<file path="src/rtl/cfg_route_pkg.sv">
package cfg_route_pkg;

  typedef struct packed {
    logic [7:0] bus;
    logic [7:0] devfn;
    logic [7:0] off;
  } cfg_addr_t;

  localparam logic [1:0] LEN_BYTE = 2'b00;
  localparam logic [1:0] LEN_WORD = 2'b01;

  function automatic logic [3:0] lane_mask(input logic [1:0] len);
    case (len)
      LEN_BYTE: lane_mask = 4'b0001;
      LEN_WORD: lane_mask = 4'b0011;
      default:  lane_mask = 4'b1111;
    endcase
  endfunction

  function automatic logic [31:0] lane_bits(input logic [3:0] m);
    lane_bits = {{8{m[3]}}, {8{m[2]}}, {8{m[1]}}, {8{m[0]}}};
  endfunction

endpackage

</file>
<file path="src/rtl/cfg_route_decode.sv">
module cfg_route_decode
  import cfg_route_pkg::*;
#(
  parameter int PRI_SLOTS = 4,
  parameter int SEC_SLOTS = 4,
  parameter logic [7:0] BRIDGE_DEVFN = 8'h20
) (
  input  cfg_addr_t            addr,
  input  logic [7:0]           sec_num,
  input  logic [PRI_SLOTS-1:0] pri_present,
  input  logic [SEC_SLOTS-1:0] sec_present,
  output logic                 bridge_hit,
  output logic [PRI_SLOTS-1:0] pri_hit,
  output logic [SEC_SLOTS-1:0] sec_hit,
  output logic                 any_hit
);

  logic on_pri;
  logic on_sec;

  // bus 0 is always primary; a zero secondary number disables the second bus
  assign on_pri     = (addr.bus == 8'd0);
  assign on_sec     = (sec_num != 8'd0) && (addr.bus == sec_num);
  assign bridge_hit = on_pri && (addr.devfn == BRIDGE_DEVFN);

  genvar p;
  generate
    for (p = 0; p < PRI_SLOTS; p++) begin : g_pri
      assign pri_hit[p] = on_pri && pri_present[p] &&
                          (addr.devfn == 8'(p)) && (addr.devfn != BRIDGE_DEVFN);
    end
    for (p = 0; p < SEC_SLOTS; p++) begin : g_sec
      assign sec_hit[p] = on_sec && sec_present[p] && (addr.devfn == 8'(p));
    end
  endgenerate

  assign any_hit = bridge_hit || (|pri_hit) || (|sec_hit);

endmodule

</file>
<file path="src/rtl/cfg_bridge_regs.sv">
module cfg_bridge_regs
  import cfg_route_pkg::*;
#(
  parameter logic [31:0] BRIDGE_ID = 32'h1234_5678
) (
  input  logic        clk,
  input  logic        rst_n,
  input  logic        wr_en,
  input  logic [7:0]  off,
  input  logic [1:0]  len,
  input  logic [31:0] wdata,
  output logic [31:0] rdata,
  output logic [7:0]  sec_num
);

  localparam logic [15:0] VEN_ID    = BRIDGE_ID[31:16];
  localparam logic [15:0] DEV_ID    = BRIDGE_ID[15:0];
  localparam logic [15:0] CMD_RST   = 16'h0006;
  localparam logic [7:0]  LAT_RST   = 8'h10;
  localparam logic [7:0]  STAT_LO   = 8'hA0;
  localparam logic [7:0]  CLS_SUB   = 8'h04;
  localparam logic [7:0]  CLS_BASE  = 8'h06;
  localparam logic [7:0]  HDR_KIND  = 8'h81;
  localparam logic [7:0]  SEC_STAT  = 8'hA0;

  logic [15:0] cmd_q;
  logic [7:0]  cls_q;
  logic [7:0]  lat_q;
  logic [7:0]  sec_q;

  logic [3:0]  mask;
  logic [8:0]  lane_a [4];
  logic [3:0]  lane_ok;

  function automatic logic [7:0] rd_byte(input logic [7:0] a, input logic [15:0] cmd,
                                         input logic [7:0] cls, input logic [7:0] lat,
                                         input logic [7:0] sec);
    case (a)
      8'h00:   rd_byte = VEN_ID[7:0];
      8'h01:   rd_byte = VEN_ID[15:8];
      8'h02:   rd_byte = DEV_ID[7:0];
      8'h03:   rd_byte = DEV_ID[15:8];
      8'h04:   rd_byte = cmd[7:0];
      8'h05:   rd_byte = cmd[15:8];
      8'h06:   rd_byte = STAT_LO;
      8'h0A:   rd_byte = CLS_SUB;
      8'h0B:   rd_byte = CLS_BASE;
      8'h0C:   rd_byte = cls;
      8'h0D:   rd_byte = lat;
      8'h0E:   rd_byte = HDR_KIND;
      8'h19:   rd_byte = sec;
      8'h1E:   rd_byte = SEC_STAT;
      default: rd_byte = 8'h00;
    endcase
  endfunction

  assign mask = lane_mask(len);

  always_comb begin
    for (int i = 0; i < 4; i++) begin
      lane_a[i]  = {1'b0, off} + 9'(i);
      lane_ok[i] = mask[i] && !lane_a[i][8];
    end
  end

  always_comb begin
    rdata = '0;
    for (int i = 0; i < 4; i++) begin
      if (lane_ok[i])
        rdata[i*8 +: 8] = rd_byte(lane_a[i][7:0], cmd_q, cls_q, lat_q, sec_q);
    end
  end

  always_ff @(posedge clk or negedge rst_n) begin
    if (!rst_n) begin
      cmd_q <= CMD_RST;
      cls_q <= 8'h00;
      lat_q <= LAT_RST;
      sec_q <= 8'h00;
    end else if (wr_en) begin
      for (int i = 0; i < 4; i++) begin
        if (lane_ok[i]) begin
          case (lane_a[i][7:0])
            8'h04:   cmd_q[7:0]  <= wdata[i*8 +: 8];
            8'h05:   cmd_q[15:8] <= wdata[i*8 +: 8];
            8'h0C:   cls_q       <= wdata[i*8 +: 8];
            8'h0D:   lat_q       <= wdata[i*8 +: 8];
            8'h19:   sec_q       <= wdata[i*8 +: 8];
            default: ;
          endcase
        end
      end
    end
  end

  assign sec_num = sec_q;


  sec_hold_chk: assert property (@(posedge clk) disable iff (!rst_n)
    !wr_en |=> $stable(sec_q));


  ident_hold_chk: assert property (@(posedge clk) disable iff (!rst_n)
    (wr_en && off == 8'h00) |=> (rdata[15:0] != 16'hFFFF || VEN_ID == 16'hFFFF || $past(len) != len || $past(off) != off || rdata[15:0] == VEN_ID));

endmodule

</file>
<file path="src/rtl/cfg_access_router.sv">
module cfg_access_router
  import cfg_route_pkg::*;
#(
  parameter int PRI_SLOTS = 4,
  parameter int SEC_SLOTS = 4,
  parameter logic [7:0] BRIDGE_DEVFN = 8'h20,
  parameter logic [31:0] BRIDGE_ID = 32'h1234_5678
) (
  input  logic                   clk,
  input  logic                   rst_n,
  input  logic                   up_valid,
  output logic                   up_ready,
  input  logic [23:0]            up_addr,
  input  logic                   up_write,
  input  logic [1:0]             up_len,
  input  logic [31:0]            up_wdata,
  output logic                   rsp_valid,
  output logic [31:0]            rsp_rdata,
  output logic [7:0]             dn_off,
  output logic [1:0]             dn_len,
  output logic                   dn_write,
  output logic [31:0]            dn_wdata,
  input  logic [PRI_SLOTS-1:0]   pri_present,
  output logic [PRI_SLOTS-1:0]   pri_sel,
  input  logic [32*PRI_SLOTS-1:0] pri_rdata,
  input  logic [SEC_SLOTS-1:0]   sec_present,
  output logic [SEC_SLOTS-1:0]   sec_sel,
  input  logic [32*SEC_SLOTS-1:0] sec_rdata
);

  localparam int DW = 32;

  cfg_addr_t             acc;
  logic                  fire;
  logic                  bridge_hit;
  logic                  any_hit;
  logic [PRI_SLOTS-1:0]  pri_hit;
  logic [SEC_SLOTS-1:0]  sec_hit;
  logic [7:0]            sec_num;
  logic [DW-1:0]         br_rdata;
  logic [DW-1:0]         slot_rd;
  logic [DW-1:0]         len_bits;
  logic [DW-1:0]         rd_val;
  logic                  rsp_q;
  logic [DW-1:0]         rdata_q;

  assign acc      = up_addr;
  assign up_ready = !rsp_q;
  assign fire     = up_valid && up_ready;

  assign dn_off   = acc.off;
  assign dn_len   = up_len;
  assign dn_write = up_write;
  assign dn_wdata = up_wdata;

  cfg_route_decode #(
    .PRI_SLOTS   (PRI_SLOTS),
    .SEC_SLOTS   (SEC_SLOTS),
    .BRIDGE_DEVFN(BRIDGE_DEVFN)
  ) u_decode (
    .addr       (acc),
    .sec_num    (sec_num),
    .pri_present(pri_present),
    .sec_present(sec_present),
    .bridge_hit (bridge_hit),
    .pri_hit    (pri_hit),
    .sec_hit    (sec_hit),
    .any_hit    (any_hit)
  );

  cfg_bridge_regs #(
    .BRIDGE_ID(BRIDGE_ID)
  ) u_bridge (
    .clk    (clk),
    .rst_n  (rst_n),
    .wr_en  (fire && up_write && bridge_hit),
    .off    (acc.off),
    .len    (up_len),
    .wdata  (up_wdata),
    .rdata  (br_rdata),
    .sec_num(sec_num)
  );

  assign pri_sel = {PRI_SLOTS{fire}} & pri_hit;
  assign sec_sel = {SEC_SLOTS{fire}} & sec_hit;

  always_comb begin
    slot_rd = bridge_hit ? br_rdata : '0;
    for (int p = 0; p < PRI_SLOTS; p++)
      if (pri_hit[p]) slot_rd = slot_rd | pri_rdata[p*DW +: DW];
    for (int s = 0; s < SEC_SLOTS; s++)
      if (sec_hit[s]) slot_rd = slot_rd | sec_rdata[s*DW +: DW];
  end

  assign len_bits = lane_bits(lane_mask(up_len));
  assign rd_val   = any_hit ? (slot_rd & len_bits) : len_bits;

  always_ff @(posedge clk or negedge rst_n) begin
    if (!rst_n) begin
      rsp_q   <= 1'b0;
      rdata_q <= '0;
    end else begin
      rsp_q <= fire;
      if (fire) rdata_q <= up_write ? '0 : rd_val;
    end
  end

  assign rsp_valid = rsp_q;
  assign rsp_rdata = rdata_q;


  one_sel_chk: assert property (@(posedge clk) disable iff (!rst_n)
    $onehot0({pri_sel, sec_sel}));


  sec_off_chk: assert property (@(posedge clk) disable iff (!rst_n)
    (sec_num == 8'd0) |-> (sec_sel == '0));


  rsp_follow_chk: assert property (@(posedge clk) disable iff (!rst_n)
    fire |=> rsp_valid);


  rsp_pulse_chk: assert property (@(posedge clk) disable iff (!rst_n)
    rsp_valid |=> !rsp_valid);


  miss_byte_chk: assert property (@(posedge clk) disable iff (!rst_n)
    (fire && !up_write && !any_hit && up_len == 2'b00) |=> (rsp_rdata == 32'h0000_00FF));


  miss_nosel_chk: assert property (@(posedge clk) disable iff (!rst_n)
    (fire && !any_hit) |-> (pri_sel == '0 && sec_sel == '0));

endmodule

</file>
<file path="config.mk">
export PLATFORM = sky130hd
export DESIGN_NAME = cfg_access_router
export DESIGN_NICKNAME = d
export VERILOG_FILES = /design/src/rtl/cfg_route_pkg.sv /design/src/rtl/cfg_route_decode.sv /design/src/rtl/cfg_bridge_regs.sv /design/src/rtl/cfg_access_router.sv
export SDC_FILE = /design/constraint.sdc
export NUM_CORES = 1
export LEC_CHECK = 0
export BUFFER_PORTS_ARGS = -buffer_cell sky130_fd_sc_hd__buf_2
export CAP_MARGIN = 10
export CORE_MARGIN = 2
export CORE_UTILIZATION = 30
export DETAILED_ROUTE_END_ITERATION = 12
export GPL_TIMING_DRIVEN = 0
export SLEW_MARGIN = 10
export SYNTH_ARGS = -nofsm -noshare
export SYNTH_HDL_FRONTEND = slang
export SYNTH_SLANG_ARGS = --single-unit
</file>
<file path="constraint.sdc">
create_clock -name clk -period 3.35 [get_ports clk]
set_clock_uncertainty 0.05 [all_clocks]
set_input_delay 0.1675 -clock clk [delete_from_list [all_inputs] [get_ports clk]]
set_output_delay 0.1675 -clock clk [all_outputs]
set_load 0.01 [all_outputs]
</file>
# ---- Yosys cells after proc, flatten, opt, wreduce, memory -nomap -nowiden
# Cells that the tools add are included.
dict set report op_classes {
  add_sub_neg 3
  eq_ne 59
  n_mux 56
  n_bitwise 11
  reduce_logical 48
}
# cell count
set ops {}
lappend ops {{$pmux 8 s13} 4}
lappend ops {{$mux 32} 11}
lappend ops {{$mux 8} 36}
lappend ops {{$or 32x32->32} 8}
lappend ops {{$eq 8x4->1 const B} 20}
lappend ops {{$eq 8x3->1 const B} 12}
lappend ops {{$eq 8x2->1 const B} 10}
lappend ops {{$eq 8x5->1 const B} 8}
lappend ops {{$mux 16} 4}
lappend ops {{$logic_not 8->1} 6}
lappend ops {{$eq 8x1->1 const B} 5}
lappend ops {{$and 32x32->32} 1}
lappend ops {{$logic_and 1x1->1} 28}
lappend ops {{$add 8x2->9 const B} 2}
lappend ops {{$add 8x1->9 const B} 1}
lappend ops {{$and 4x4->4} 2}
lappend ops {{$eq 8x6->1 const B} 1}
lappend ops {{$eq 8x8->1} 1}
lappend ops {{$ne 8x6->1 const B} 1}
lappend ops {{$pmux 4 s2} 1}
lappend ops {{$reduce_bool 8->1} 1}
lappend ops {{$reduce_or 2->1} 4}
lappend ops {{$reduce_or 4->1} 2}
lappend ops {{$logic_not 1->1} 4}
lappend ops {{3 further kinds} 4}
dict set report totals {
  register_bits 73
  input_bits 326
  elab_cells 183
}

# ---- Depth between registers and ports, before layout
# Gate-level depths: netlist of the first run.
dict set report logic_depth {
  ltp_word 25
  mapped_depth 12
  ltp_nobuf 9
}

# ---- Hierarchy
# From an unflattened synthesis of the first run, not the netlist that was laid out.
dict set report unflattened {
  cells_unflattened 1220
  area_unflattened_um2 9505.4
}
# module n_inst cells_each area_each_um2 seq_area_each_um2
set modules_own_cells {}
lappend modules_own_cells {cfg_bridge_regs 1 774 5781.8 1004.7}
lappend modules_own_cells {cfg_access_router 1 397 3363.2 825.8}
lappend modules_own_cells {cfg_route_decode 1 49 360.3 0.0}

# ---- Worst setup path after synthesis of the first run
# No wires, ideal clock.
dict set report synth_timing {
  path_kind {in2reg}
  from {in up_addr[1]}
  to {reg rdata_q[18], in the netlist rsp_rdata[18]}
  setup_ps 73
  t_arrival_ps 2460
  required_ps 3227
  setup_slack_ps 767
  cell_stages 10
  path_cell_list {buf_2 -> inv_2 -> clkbuf_1 -> ha_1 -> or4b_2 -> and3_1 -> nor4_1 -> o21a_2 -> a21boi_1 -> a2bb2oi_2}
}
dict set report synth_via {
  elab_chain_cells 25
  word_cells_on_any_way 40
  cone_classes {1 x add/sub; 13 x eq/ne; 13 x mux; 9 x bitwise; 4 x reduce/logical}
}
# item line
set synth_lines {}
lappend synth_lines {{start, declared} cfg_access_router.sv:13} ;# input logic [23:0] up_addr,
lappend synth_lines {{$add 8x2->9 (*)} cfg_bridge_regs.sv:61} ;# lane_a[i] = {1'b0, off} + 9'(i);
lappend synth_lines {{$eq 8x3->1 / $eq 8x5->1 (equally long branches)} cfg_bridge_regs.sv:38} ;# case (a)
lappend synth_lines {{$reduce_or 2->1 (no source line)} --}
lappend synth_lines {{$pmux 8 s13} cfg_bridge_regs.sv:38}
lappend synth_lines {{$mux 8 (*)} cfg_bridge_regs.sv:69} ;# if (lane_ok[i])
lappend synth_lines {{$mux 32 (*)} cfg_access_router.sv:88} ;# slot_rd = bridge_hit ? br_rdata : '0;
lappend synth_lines {{$or 32x32->32} cfg_access_router.sv:90} ;# if (pri_hit[p]) slot_rd = slot_rd | pri_rdata[p*DW +: DW];
lappend synth_lines {{$mux 32 (*)} cfg_access_router.sv:90}
lappend synth_lines {{[... 9 more ...]} --}
lappend synth_lines {{$mux 32 (*)} cfg_access_router.sv:92} ;# if (sec_hit[s]) slot_rd = slot_rd | sec_rdata[s*DW +: DW];
lappend synth_lines {{$or 32x32->32} cfg_access_router.sv:92}
lappend synth_lines {{$mux 32 (*)} cfg_access_router.sv:92}
lappend synth_lines {{$or 32x32->32} cfg_access_router.sv:92}
lappend synth_lines {{$mux 32 (*)} cfg_access_router.sv:92}
lappend synth_lines {{$and 32x32->32 (*)} cfg_access_router.sv:96} ;# assign rd_val = any_hit ? (slot_rd & len_bits) : len_bits;
lappend synth_lines {{$mux 32 (*)} cfg_access_router.sv:96}
lappend synth_lines {{$mux 32 (*)} cfg_access_router.sv:104} ;# if (fire) rdata_q <= up_write ? '0 : rd_val;
lappend synth_lines {{end signal, assigned} cfg_access_router.sv:104}
lappend synth_lines {{end, declared} cfg_access_router.sv:45} ;# logic [DW-1:0] rdata_q;
# Mark *: on every way between the ends. The rest lies on a longest branch, timed or not.
# A chain may end at the register's enable or synchronous reset.

# ---- Worst setup path in the final report of the first run
dict set report layout_timing {
  from {reg u_bridge.sec_q[1], in the netlist u_bridge.sec_num[1]}
  to {reg rdata_q[1], in the netlist rsp_rdata[1]}
}
dict set report layout_via {
  elab_chain_cells 22
  word_cells_on_any_way 35
  cone_classes {1 x eq/ne; 13 x mux; 9 x bitwise; 12 x reduce/logical}
}
# item line
set layout_lines {}
lappend layout_lines {{start, declared} cfg_bridge_regs.sv:29} ;# logic [7:0] sec_q;
lappend layout_lines {{start signal, assigned} cfg_bridge_regs.sv:88} ;# 8'h19: sec_q <= wdata[i*8 +: 8];
lappend layout_lines {{$pmux 8 s13} cfg_bridge_regs.sv:38}
lappend layout_lines {{$mux 8} cfg_bridge_regs.sv:69}
lappend layout_lines {{$mux 32} cfg_access_router.sv:88}
lappend layout_lines {{$or 32x32->32} cfg_access_router.sv:90}
lappend layout_lines {{$mux 32} cfg_access_router.sv:90}
lappend layout_lines {{$or 32x32->32} cfg_access_router.sv:90}
lappend layout_lines {{$mux 32} cfg_access_router.sv:90}
lappend layout_lines {{$or 32x32->32} cfg_access_router.sv:90}
lappend layout_lines {{[... 6 more ...]} --}
lappend layout_lines {{$mux 32} cfg_access_router.sv:92}
lappend layout_lines {{$or 32x32->32} cfg_access_router.sv:92}
lappend layout_lines {{$mux 32} cfg_access_router.sv:92}
lappend layout_lines {{$or 32x32->32} cfg_access_router.sv:92}
lappend layout_lines {{$mux 32} cfg_access_router.sv:92}
lappend layout_lines {{$and 32x32->32} cfg_access_router.sv:96}
lappend layout_lines {{$mux 32 (*)} cfg_access_router.sv:96}
lappend layout_lines {{$mux 32 (*)} cfg_access_router.sv:104}
# Marked as above.

==> summary.txt, run 1 <==
Clocking
  • CTS tree: built
  • Max Buffers Root-to-Sink: 2
  • Worst-skew pair later-pin latency: approximately 370 ps
  • Number of clock sinks: 73
  • CTS H-tree depth: 3
  • Clock buffer count from CTS: 9
  • Root buf cell: clkbuf_16
  • Reg clk slew, reported paths: 70 ps

Placement
  • GPL Wtd Cong: 0.9995
  • Placed Instances: slightly above 2000
  • Detailed placement HPWL: between 50 and 60 mm
  • IO buf count: around 400
  • Pre-CTS setup slack: -647.3 ps
  • Area post-placement: 0.01185 mm2

Synthesis
  • Post-synth EDFFs: 0
  • Mean Syn Cell Area: 7.627 um2
  • Distinct cells, synth: 87
  • Area leader, netlist: dfrtp_1
  • Most common flop cell mapped by yosys: dfrtp_1
  • Syn Inst Count: ~1200
  • Synthesized flop and latch total: 73
  • Seq/Total Area, Yosys: 19.72%
  • Syn Nets: 1546
  • Asr flop ratio synth: 100.0%
  • Most area-consuming cells after synthesis: dfrtp_1 19%, nand2_1 6.5%, mux2i_1 4.2%
  • Synth warn: 0
  • Synthesized cell area: 0.009283 mm2
  • Area share of the largest cell type after synthesis: 18.87%

Worst setup path
  • Worst EP arrival: between 3000 and 4000 ps
  • Cells on worst reg2reg path: 8
  • Setup crit end kind: flip-flop
  • WS Path Type: flip-flop to flip-flop
  • Max FO, Critical Path: 10
  • WP data required: 3600 ps
  • Startpoint Class: flip-flop

Floorplan
  • Initial core utilization: 30.43%
  • Die extent in y: 179.9 um
  • Rows: between 60 and 70
  • Core Footprint: 0.03051 mm2
  • Die area: around 0.032 mm2
  • IO Pins: 411
  • Die X-Extent: 179.9 um

Final layout
  • Share of layout cells above drive strength 1: roughly 36%
  • Area delta synth->final: 32.58%
  • Non-filler cells, final: 2040
  • Fillers: 3226
  • Design area: 0.01231 mm2
  • Commonest non-fill, non-tap cell in the layout: buf_2
  • Core Util, Final: 40.34%
  • Most frequent cells in the layout: 443 x buf_2, 160 x nand2_1, 65 x dfrtp_1
  • Final Net Count: between 1500 and 2000

Timing
  • Slew @ Worst Pin: 1110 ps
  • Endpoints failing setup: 0
  • Hold WS: 82.30 ps
  • Max Freq: 304.5 MHz
  • RSZ-0062 raised after global routing: false
  • Setup TNS: 0 ps
  • Final worst-path cycle share: 98.02%
  • Worst rel slew slack: around 25%
  • Fin crit period: 3284 ps
  • Final Max Tran Viols: 0
  • Final worst setup slack: about 66 ps
  • Final Hold Viols: 0

GRT
  • Initial antenna violation count: 5
  • Vias in the first global route: around 13000
  • Largest net degree at the start of global routing: 42
  • Gr ovfl total: 0
  • GRT Total Usage: 39.18%
  • First-pass GRT wire length: slightly above 90 mm

Drt
  • ANT nets after route: 0
  • Vias per inst: roughly 6.7
  • Iter 0 DRT Violations: 2008
  • WL met2: 30.13 mm
  • Routed via count: 13570
  • Drt pass-1 iters: 8
  • Drt total wl: 66.71 mm
  • Top Metal Used: met5
  • Met3 routed WL: 7.249 mm
  • Drt wl/cell: between 30 and 40 um
  • WL met1: between 20 and 30 mm
  • DRC Markers: 0

Hold path
  • Worst min path class: primary input to flip-flop
  • Hold Path Stages: 3

Pwr
  • Static Leak: 5.224 nW
  • Pwr dens: 246.2 mW/mm2
  • Max IR drop VDD: ~0.20 mV
  • Tot Pwr: just over 3 mW

Flow run
  • Max-cap violations: 0

Status
  • Status: complete, no violations
## repair_timing
item,4_1_cts,5_1_grt
resized for setup,14,10
endpoints found under the hold margin,30,0
setup endpoints to repair,72,32
setup buffers,2,6
hold buffers,1,0
pin swaps,5,3
gates cloned,0,0
## final timing paths
check                                                      from                       endpoint  slack, ps
max in group asynchronous                                 rst_n  u_bridge.lat_q[4]$_DFFE_PN1P_       2360
worst min-delay path                               up_wdata[22]  u_bridge.cmd_q[6]$_DFFE_PN0P_         80
min in group asynchronous                                 rst_n  u_bridge.cmd_q[0]$_DFFE_PN0P_        240
worst max-delay path            u_bridge.sec_num[1]$_DFFE_PN0P_       rsp_rdata[1]$_DFFE_PN0P_         70
worst max register to register  u_bridge.sec_num[1]$_DFFE_PN0P_       rsp_rdata[1]$_DFFE_PN0P_         70
worst min register to register         rsp_rdata[9]$_DFFE_PN0P_       rsp_rdata[9]$_DFFE_PN0P_        440
## layer usage
| layer | vias to the layer above | global-route usage, % |
|---|---|---|
| li1 | 5672 | - |
| met1 | 6576 | 48.84 |
| met2 | 1085 | 62.57 |
| met3 | 234 | 8.813 |
| met4 | 6 | 21.69 |
| met5 | - | 0 |
## cells in the mapped netlist (7+ instances only)
library cell	n
nand2_1	160
dfrtp_1	70
a21oi_1	60
nor2_1	59
nand3_1	54
a31oi_1	51
o22ai_1	50
clkbuf_1	48
buf_4	45
buf_2	40
mux2i_1	39
a222oi_1	35
a22oi_1	34
o211ai_1	33
o21ai_0	32
a22o_1	28
a221oi_1	24
and3_1	23
nand4_1	21
nor3_1	20
o221ai_1	18
and2_1	15
a221o_1	14
a211o_1	13
xnor2_1	13
a32oi_1	12
nand2b_1	12
nor4_1	11
xor2_1	11
buf_1	10
nor2b_1	10
mux2_2	8
nor3_2	8
a21boi_0	7
## cell families after synthesis
logic type | synth area share, %
AO/OA/AOI/OAI | 38.60
XOR/XNOR | 2.264
adder cells (fa/ha/maj) | 0.4044
buffers and inverters | 9.246
flip-flops | 19.72
multiplexers | 5.418
AND/OR/NAND/NOR | 24.34
## layout make-up
class                   instances  area, um2  area share [%]
clock buffers                   9      225.2           1.830
repair buffers                416       2133           17.33
clock inverters                 7      85.08          0.6913
diodes                          1      2.502         0.02033
plain buffers                 144      813.3           6.608
inverters                       8      30.03          0.2440
multi-input cells             986       6685           54.32
flip-flops and latches         73       1837           14.92
well taps                     396      495.5           4.026
## worst max-delay path, cell delays in order (launching register included)
cell,delay [ps]
dfrtp_2,530
xnor2_1,210
nand4_1,460
nor4_4,490
and2_0,470
buf_2,390
a22oi_1,230
o2111ai_1,210
a22o_1,160
## report_power, final
group          leakage (nW)  switching [mW]  internal [mW]
Sequential            0.962          0.0369          0.926
Combinational          4.12           0.620          0.374
Clock                 0.147           0.480          0.594
Total                  5.22            1.14           1.89
## sequential cells by signal, summed over array words and instances (netlist names)
name,count
u_bridge.cmd_q,16
rsp_valid,1
rsp_rdata,32
u_bridge.cls_q,8
u_bridge.lat_q,8
u_bridge.sec_num,8
Note: power is estimated with default switching activity, not from simulation.
==> inputs of run 2 (changes only) <==
--- a/config.mk
+++ b/config.mk
@@ -5,11 +5,13 @@
 export SDC_FILE = /design/constraint.sdc
 export NUM_CORES = 1
 export LEC_CHECK = 0
+export ABC_AREA = 1
 export BUFFER_PORTS_ARGS = -buffer_cell sky130_fd_sc_hd__buf_2
 export CAP_MARGIN = 10
 export CORE_MARGIN = 2
 export CORE_UTILIZATION = 30
 export DETAILED_ROUTE_END_ITERATION = 12
+export GPL_ROUTABILITY_DRIVEN = 0
 export GPL_TIMING_DRIVEN = 0
 export SLEW_MARGIN = 10
 export SYNTH_ARGS = -nofsm -noshare
==> run 2 against run 1 <==
Largest power group unchanged. Final area is 15% higher. Via count is 19% higher. Die area is 19% higher. Critical endpoint is now sec_sel[2]. Highest routed layer unchanged. Hold slack better by 20 ps. Final cell count is 45% higher. Core utilization is 1.7 points lower. Critical path depth is 2 higher. Critical path type is now flip-flop to output port. First-iteration DRC count is 9.1% higher.
==> summary.txt, run 2 <==
Drt
  • Drt wl/cell: 20.21 um (-38%)
  • Iter 0 DRT Violations: 2190 (+9.1%)
  • Routed via count: 16190 (+19%)
  • DRC Markers: 0 (unchanged)
  • Drt pass-1 iters: 7 (-1)
  • Drt total wl: 59.75 mm (-10%)
  • Vias per inst: 5.475 (-18%)
  • ANT nets after route: 0 (unchanged)

Floorplan
  • IO Pins: 411 (unchanged)
  • Initial core utilization: 30.44% (about the same)
  • Die extent in y: 196.5 um (+9.2%)
  • Core Footprint: 0.03652 mm2 (+20%)
  • Die X-Extent: 196.5 um (+9.2%)
  • Die area: 0.03861 mm2 (+19%)
  • Rows: 70 (+9.4%)

Placement
  • IO buf count: 407 (+0.74%)
  • Detailed placement HPWL: 48.39 mm (-9.3%)

Timing
  • Worst rel slew slack: 32.90% (+7.5 points)
  • RSZ-0062 raised after global routing: false
  • Final worst-path cycle share: 96.17% (-1.8 points)
  • Slew @ Worst Pin: 1003 ps (-106.7 ps)
  • Endpoints failing setup: 0 (unchanged)
  • Max Freq: 310.4 MHz (+1.9%)
  • Setup TNS: 0 ps (unchanged)
  • Fin crit period: 3222 ps (-61.91 ps)
  • Final Hold Viols: 0 (unchanged)
  • Final Max Tran Viols: 0 (unchanged)

Final layout
  • Core Util, Final: 38.65% (-1.7 points)
  • Multi-input logic area: 0.007711 mm2 (+15%)
  • Area delta synth->final: 26.98%
  • Most frequent cells in the layout: 708 x nand2_1, 433 x buf_2, 235 x nor2_1
  • Storage element area: 0.001831 mm2 (-0.34%)
  • Fillers: 4088 (+27%)
  • Share of layout cells above drive strength 1: 24.50% (-11 points)
  • Max FFs per register: 32 (unchanged)
  • Commonest non-fill, non-tap cell in the layout: nand2_1
  • Final Net Count: 2806 (+43%)

Synthesis
  • Most area-consuming cells after synthesis: nand2_1 24%, dfrtp_1 16%, nand3_1 8.7%
  • Most common flop cell mapped by yosys: dfrtp_1
  • Synthesized flop and latch total: 73 (unchanged)
  • Synth cell count leaders: 708 x nand2_1, 238 x nor2_1, 194 x nand3_1
  • Mean Syn Cell Area: 5.404 um2 (-29%)
  • Area leader, netlist: nand2_1
  • Most frequent cell after synthesis: nand2_1
  • Synthesized cell area: 0.01112 mm2 (+20%)
  • Seq/Total Area, Yosys: 16.47% (-3.3 points)
  • Syn Inst Count: 2057 (+69%)
  • Distinct cells, synth: 40 (-54%)
  • Area share of the largest cell type after synthesis: 23.91% (+5.0 points)
  • Synth warn: 0 (unchanged)
  • Syn Nets: 2386 (+54%)
  • Post-synth EDFFs: 0 (unchanged)
  • Asr flop ratio synth: 100.0% (unchanged)

Flow run
  • Max-cap violations: 0 (unchanged)

GRT
  • Grt met2 use: 45.92% (-17 points)
  • Initial antenna violation count: 8 (+3)
  • Largest net degree at the start of global routing: 60 (+43%)
  • Vias in the first global route: 14880 (+16%)
  • Met3 GRT Util: 6.502% (-2.3 points)
  • First-pass GRT wire length: 86.95 mm (-6.9%)
  • Busiest layer in global routing: met2
  • Gr ovfl total: 0 (unchanged)
  • Met1 Usage GRT: 36.90% (-12 points)
  • GRT Total Usage: 29.48% (-9.7 points)

Pwr
  • Max IR drop VDD: 0.2929 mV (+50%)
  • Pwr dens: 203.7 mW/mm2 (-17%)
  • Tot Pwr: 2.875 mW (-5.1%)
  • Static Leak: 7.957 nW (+52%)

Worst setup path
  • Worst Setup SP: u_bridge.sec_num[6]$_DFFE_PN0P_
  • WP data required: 3130 ps (-470 ps)
  • Max FO, Critical Path: 10 (unchanged)
  • FF-to-FF Start: u_bridge.sec_num[6]$_DFFE_PN0P_
  • Crit-path cells: inv_1, nand2_1, nand2_1, nor2_1, nand4_1, nor2_2, buf_2, nand3_1, nor2_1, buf_2
  • Max stage delay on crit path: 620 ps (+90 ps)
  • Startpoint Class: flip-flop
  • Worst EP arrival: 3000 ps (-530 ps)
  • Max stage delay cell, worst path: dfrtp_1
  • WS Path Type: flip-flop to output port
  • Reg-to-reg slack, setup: 180 ps (+110 ps)
  • Setup crit end kind: output port

Clocking
  • Post-CTS setup repair buffer count: 0 (-2)
  • CTS H-tree depth: 3 (unchanged)
  • Clock buffer count from CTS: 9 (unchanged)
  • Max Buffers Root-to-Sink: 2 (unchanged)
  • Number of clock sinks: 73 (unchanged)
  • Root buf cell: clkbuf_16
  • Worst-skew pair later-pin latency: 360 ps (about the same)
  • Reg clk slew, reported paths: 70 ps (about the same)
  • CTS tree: built

Hold path
  • Worst min path class: primary input to flip-flop
  • Hold Crit Start: pri_rdata[96]

Status
  • Status: complete, no violations
## run 2: kinds of logic after synthesis
| family | Yosys count | share of synthesized area, % |
|---|---|---|
| XOR/XNOR | 2 | 0.1576 |
| adder cells (fa/ha/maj) | 3 | 0.3377 |
| flip-flops | 73 | 16.47 |
| buffers and inverters | 342 | 14.23 |
| AND/OR/NAND/NOR | 1370 | 55.35 |
| AO/OA/AOI/OAI | 267 | 13.46 |
## run 2: worst max-delay path: cells and delay by family, from the launching register on
| family | cells | cell delay (ps) |
|---|---|---|
| AND/OR/NAND/NOR | 7 | 1250 |
| buffers and inverters | 3 | 770 |
| flip-flops | 1 | 620 |
## run 2: final timing paths
kind                                            endpoint  cells past startpoint
setup / recovery                              sec_sel[2]                     10
hold / removal                  rsp_rdata[0]$_DFFE_PN0P_                      5
setup reg to reg                rsp_rdata[0]$_DFFE_PN0P_                     14
hold reg to reg                rsp_rdata[24]$_DFFE_PN0P_                      2
max in group asynchronous  u_bridge.cmd_q[2]$_DFFE_PN1P_                      3
min in group asynchronous  u_bridge.cls_q[4]$_DFFE_PN0P_                      2
## run 2: per-layer routing
metal,share of wire (%),vias to the layer above
li1,-,7577
met1,38,7203
met2,43,1163
met3,12,245
met4,6.9,2
met5,0.027,-
## run 2: where the power goes
group,switching [mW],internal [mW],leakage (nW)
registers,0.0288,0.928,0.912
clock network,0.465,0.595,0.151
logic,0.541,0.318,6.89
total,1.03,1.84,7.96
## run 2: repair_timing
item	CTS	global route
endpoints found under the setup margin	0	17
endpoints found under the hold margin	47	0
hold buffers	1	0
gates resized for setup	0	3
## run 2: stage by stage
step	hold slack, ps	worst slack, ps	std cells	instance area [um2]
finish	102.8	128.2	2957	14110
global route	145.8	46.74	2957	14110
CTS	103.3	112.1	2950	14090
detailed placement	11.97	226.7	2933	13770
global placement	408.2	258.4	2932	13740
floorplan	-178.1	1300	2057	11120
## run 2: cell type report
type                            count  area share, %
Antenna cell                        7         0.1241
Buffer                            131          5.585
Multi-Input combinational cell   1642          54.63
Sequential cell                    73          12.97
Clock inverter                      7         0.6116
Timing Repair Buffer              409          14.71
Clock buffer                        9          1.596
Tap cell                          468          4.149
Inverter                          211          5.620
==> inputs of run 3 (changes only) <==
--- a/config.mk
+++ b/config.mk
@@ -8,11 +8,14 @@
 export ABC_AREA = 1
 export BUFFER_PORTS_ARGS = -buffer_cell sky130_fd_sc_hd__buf_2
 export CAP_MARGIN = 10
+export CELL_PAD_IN_SITES_DETAIL_PLACEMENT = 2
+export CELL_PAD_IN_SITES_GLOBAL_PLACEMENT = 2
 export CORE_MARGIN = 2
-export CORE_UTILIZATION = 30
+export CORE_UTILIZATION = 24
 export DETAILED_ROUTE_END_ITERATION = 12
 export GPL_ROUTABILITY_DRIVEN = 0
 export GPL_TIMING_DRIVEN = 0
+export PLACE_DENSITY_LB_ADDON = 0.1
 export SLEW_MARGIN = 10
 export SYNTH_ARGS = -nofsm -noshare
 export SYNTH_HDL_FRONTEND = slang
==> run 3 against run 2 <==
Core utilization is 7.3 points lower. Wire length is 27% higher. Die area is 24% higher. Combinational power is 6.4% higher. Flip-flop and latch count stayed put. Sequential share of layout area is 0.12 points lower. Maximum frequency is 2.6% higher. Hold slack better by 3.6 ps. Critical path depth is 6 higher. Final area is 1.2% higher.
==> summary.txt, run 3 (synthesis results as in run 2) <==
Floorplan
  • Die area: 0.04805 mm2 (+24%)
  • IO Pins: 411 (unchanged)
  • Initial core utilization: 24.39% (-6.0 points)
  • Rows: 78 (+11%)
  • Die X-Extent: 219.2 um (+12%)
  • Core Footprint: 0.04558 mm2 (+25%)
  • Die extent in y: 219.2 um (+12%)

Worst setup path
  • Startpoint Class: flip-flop
  • Crit-path cells: inv_1, nand2_1, inv_1, nor2_1, nand4_1, nor2_2, nand3_1, nand2_1, nor2_1, nand2_1, buf_2, nand2_1, nor2_1, nand2_1, nand2_1, nand2_1
  • Bufs and invs on worst path: 3 (unchanged)
  • Setup crit end kind: flip-flop
  • Worst Setup SP: u_bridge.sec_num[0]$_DFFE_PN0P_
  • WS Path Type: flip-flop to flip-flop
  • Critical path's most frequent cell: nand2_1
  • Crit path capture: rsp_rdata[9]$_DFFE_PN0P_
  • Max stage delay cell, worst path: dfrtp_1
  • Reg-to-reg slack, setup: 210 ps (+30 ps)
  • R2r endpoint: rsp_rdata[9]$_DFFE_PN0P_
  • Max stage delay on crit path: 590 ps (-30 ps)
  • Cells on worst reg2reg path: 16 (+2)
  • Max FO, Critical Path: 10 (unchanged)
  • Worst EP arrival: 3350 ps (+350 ps)
  • WP depth: 16 (+6)
  • WP data required: 3560 ps (+430 ps)
  • FF-to-FF Start: u_bridge.sec_num[0]$_DFFE_PN0P_
  • Top Family by Delay on Critical Path: simple AND/OR/NAND/NOR gates

GRT
  • Gr ovfl total: 0 (unchanged)
  • Vias in the first global route: 17280 (+16%)
  • First-pass GRT wire length: 110.1 mm (+27%)
  • GRT Total Usage: 31.06% (+1.6 points)
  • Largest net degree at the start of global routing: 41 (-32%)
  • Initial antenna violation count: 9 (+1)

Final layout
  • Final Net Count: 2806 (unchanged)
  • Commonest non-fill, non-tap cell in the layout: nand2_1
  • Fillers: 5957 (+46%)
  • Share of layout cells above drive strength 1: 24.63% (+0.13 points)
  • Storage element area: 0.001836 mm2 (+0.27%)
  • Most frequent cells in the layout: 708 x nand2_1, 433 x buf_2, 236 x nor2_1
  • Max FFs per register: 32 (unchanged)
  • Multi-input logic area: 0.007709 mm2 (about the same)
  • Area delta synth->final: 28.56%

Pwr
  • Static Leak: 7.958 nW (about the same)
  • Max IR drop VDD: 0.1777 mV (-39%)
  • Pwr dens: 210.2 mW/mm2 (+3.2%)

Timing
  • Final Max Tran Viols: 0 (unchanged)
  • Final worst-path cycle share: 93.69% (-2.5 points)
  • Fin crit period: 3139 ps (-83.11 ps)
  • Worst rel slew slack: 34.34% (+1.4 points)
  • Setup TNS: 0 ps (unchanged)
  • Slew @ Worst Pin: 981.2 ps (-21.62 ps)
  • RSZ-0062 raised after global routing: false
  • Final worst setup slack: 211.3 ps (+83.11 ps)
  • Endpoints failing setup: 0 (unchanged)
  • Final Hold Viols: 0 (unchanged)
  • Max Freq: 318.6 MHz (+2.6%)

Clocking
  • Number of clock sinks: 73 (unchanged)
  • CTS H-tree depth: 3 (unchanged)
  • Clock buffer count from CTS: 9 (unchanged)
  • Worst-skew pair later-pin latency: 390 ps (+30 ps)
  • CTS tree: built
  • Max Buffers Root-to-Sink: 2 (unchanged)
  • Reg clk slew, reported paths: 70 ps (about the same)
  • Post-CTS setup repair buffer count: 0 (unchanged)
  • Root buf cell: clkbuf_16

Hold path
  • Worst min path class: primary input to flip-flop

Drt
  • Drt pass-1 iters: 5 (-2)
  • DRC Markers: 0 (unchanged)
  • Routed via count: 16300 (+0.70%)
  • Drt wl/cell: 24.63 um (+22%)
  • Drt total wl: 76.03 mm (+27%)
  • Iter 0 DRT Violations: 1121 (-49%)
  • ANT nets after route: 0 (unchanged)
  • Vias per inst: 5.282 (-3.5%)

Flow run
  • Max-cap violations: 0 (unchanged)

Placement
  • Pre-CTS setup slack: -52.27 ps (-279.0 ps)
  • Detailed placement HPWL: 62.73 mm (+30%)
  • IO buf count: 407 (unchanged)

Status
  • Status: complete, no violations
## run 3: per-stage QoR
step / total power, mW / area [um2] / utilization [%] / hold WS [ps] / cells
after floorplan: 1.342 / 11120 / - / -178.1 / 2057
after global placement: 1.847 / 13900 / 30.51 / 410.9 / 3064
after detailed placement: 1.874 / 13930 / 30.57 / 134.6 / 3065
after CTS: 3.021 / 14260 / 31.30 / 99.21 / 3081
after global routing: 3.125 / 14290 / 31.35 / 131.9 / 3087
final: 3.004 / 14290 / 31.35 / 106.4 / 3087
## run 3: per-layer routing
layer  vias to the layer above  global-route usage [%]  part of all wire, %
met5                         -                       0                0.029
met4                         4                   13.76                  4.2
met1                      8020                   37.13                   42
met3                       145                   6.736                  6.5
met2                       573                   53.23                   48
li1                       7562                       -                    -
## run 3: layout make-up
type	count	share of cell area (%)
Antenna cell	6	0.1051
Buffer	131	5.534
Clock buffer	11	1.699
Clock inverter	4	0.5341
Inverter	211	5.551
Multi-Input combinational cell	1642	53.94
Sequential cell	73	12.84
Tap cell	600	5.253
Timing Repair Buffer	409	14.53
## run 3: worst register-to-register path, stage by stage, from the launching register on
cell     delay [ps]
dfrtp_1         590
inv_1           300
nand2_1         180
inv_1            50
nor2_1           80
nand4_1         110
nor2_2          350
nand3_1         240
nand2_1         120
nor2_1           60
nand2_1         140
buf_2           240
nand2_1          90
nor2_1          200
nand2_1          70
nand2_1          80
nand2_1          60
## run 3: how the worst min path moves through the flow
stage | from | cells after the start | end
2_1_floorplan | rst_n | 0 | rsp_rdata[0]$_DFFE_PN0P_
3_3_place_gp | rsp_rdata[3]$_DFFE_PN0P_ | 2 | rsp_rdata[3]$_DFFE_PN0P_
3_5_place_dp | rst_n | 1 | rsp_rdata[14]$_DFFE_PN0P_
4_1_cts | pri_rdata[102] | 5 | rsp_rdata[6]$_DFFE_PN0P_
5_1_grt | up_wdata[11] | 5 | u_bridge.sec_num[3]$_DFFE_PN0P_
6_report | pri_rdata[102] | 5 | rsp_rdata[6]$_DFFE_PN0P_
## run 3: power by group
group	internal, mW	switching, mW	leakage, nW
clock	0.672	0.466	0.152
combinational	0.318	0.596	6.90
sequential	0.928	0.0249	0.905
total	1.92	1.09	7.96
## run 3: what timing repair did
| item | in CTS | in global routing |
|---|---|---|
| resized for setup | 1 | 9 |
| pin swaps | 0 | 0 |
| hold buffers | 1 | 0 |
| hold endpoints to repair | 33 | 0 |
| setup endpoints to repair | 6 | 27 |
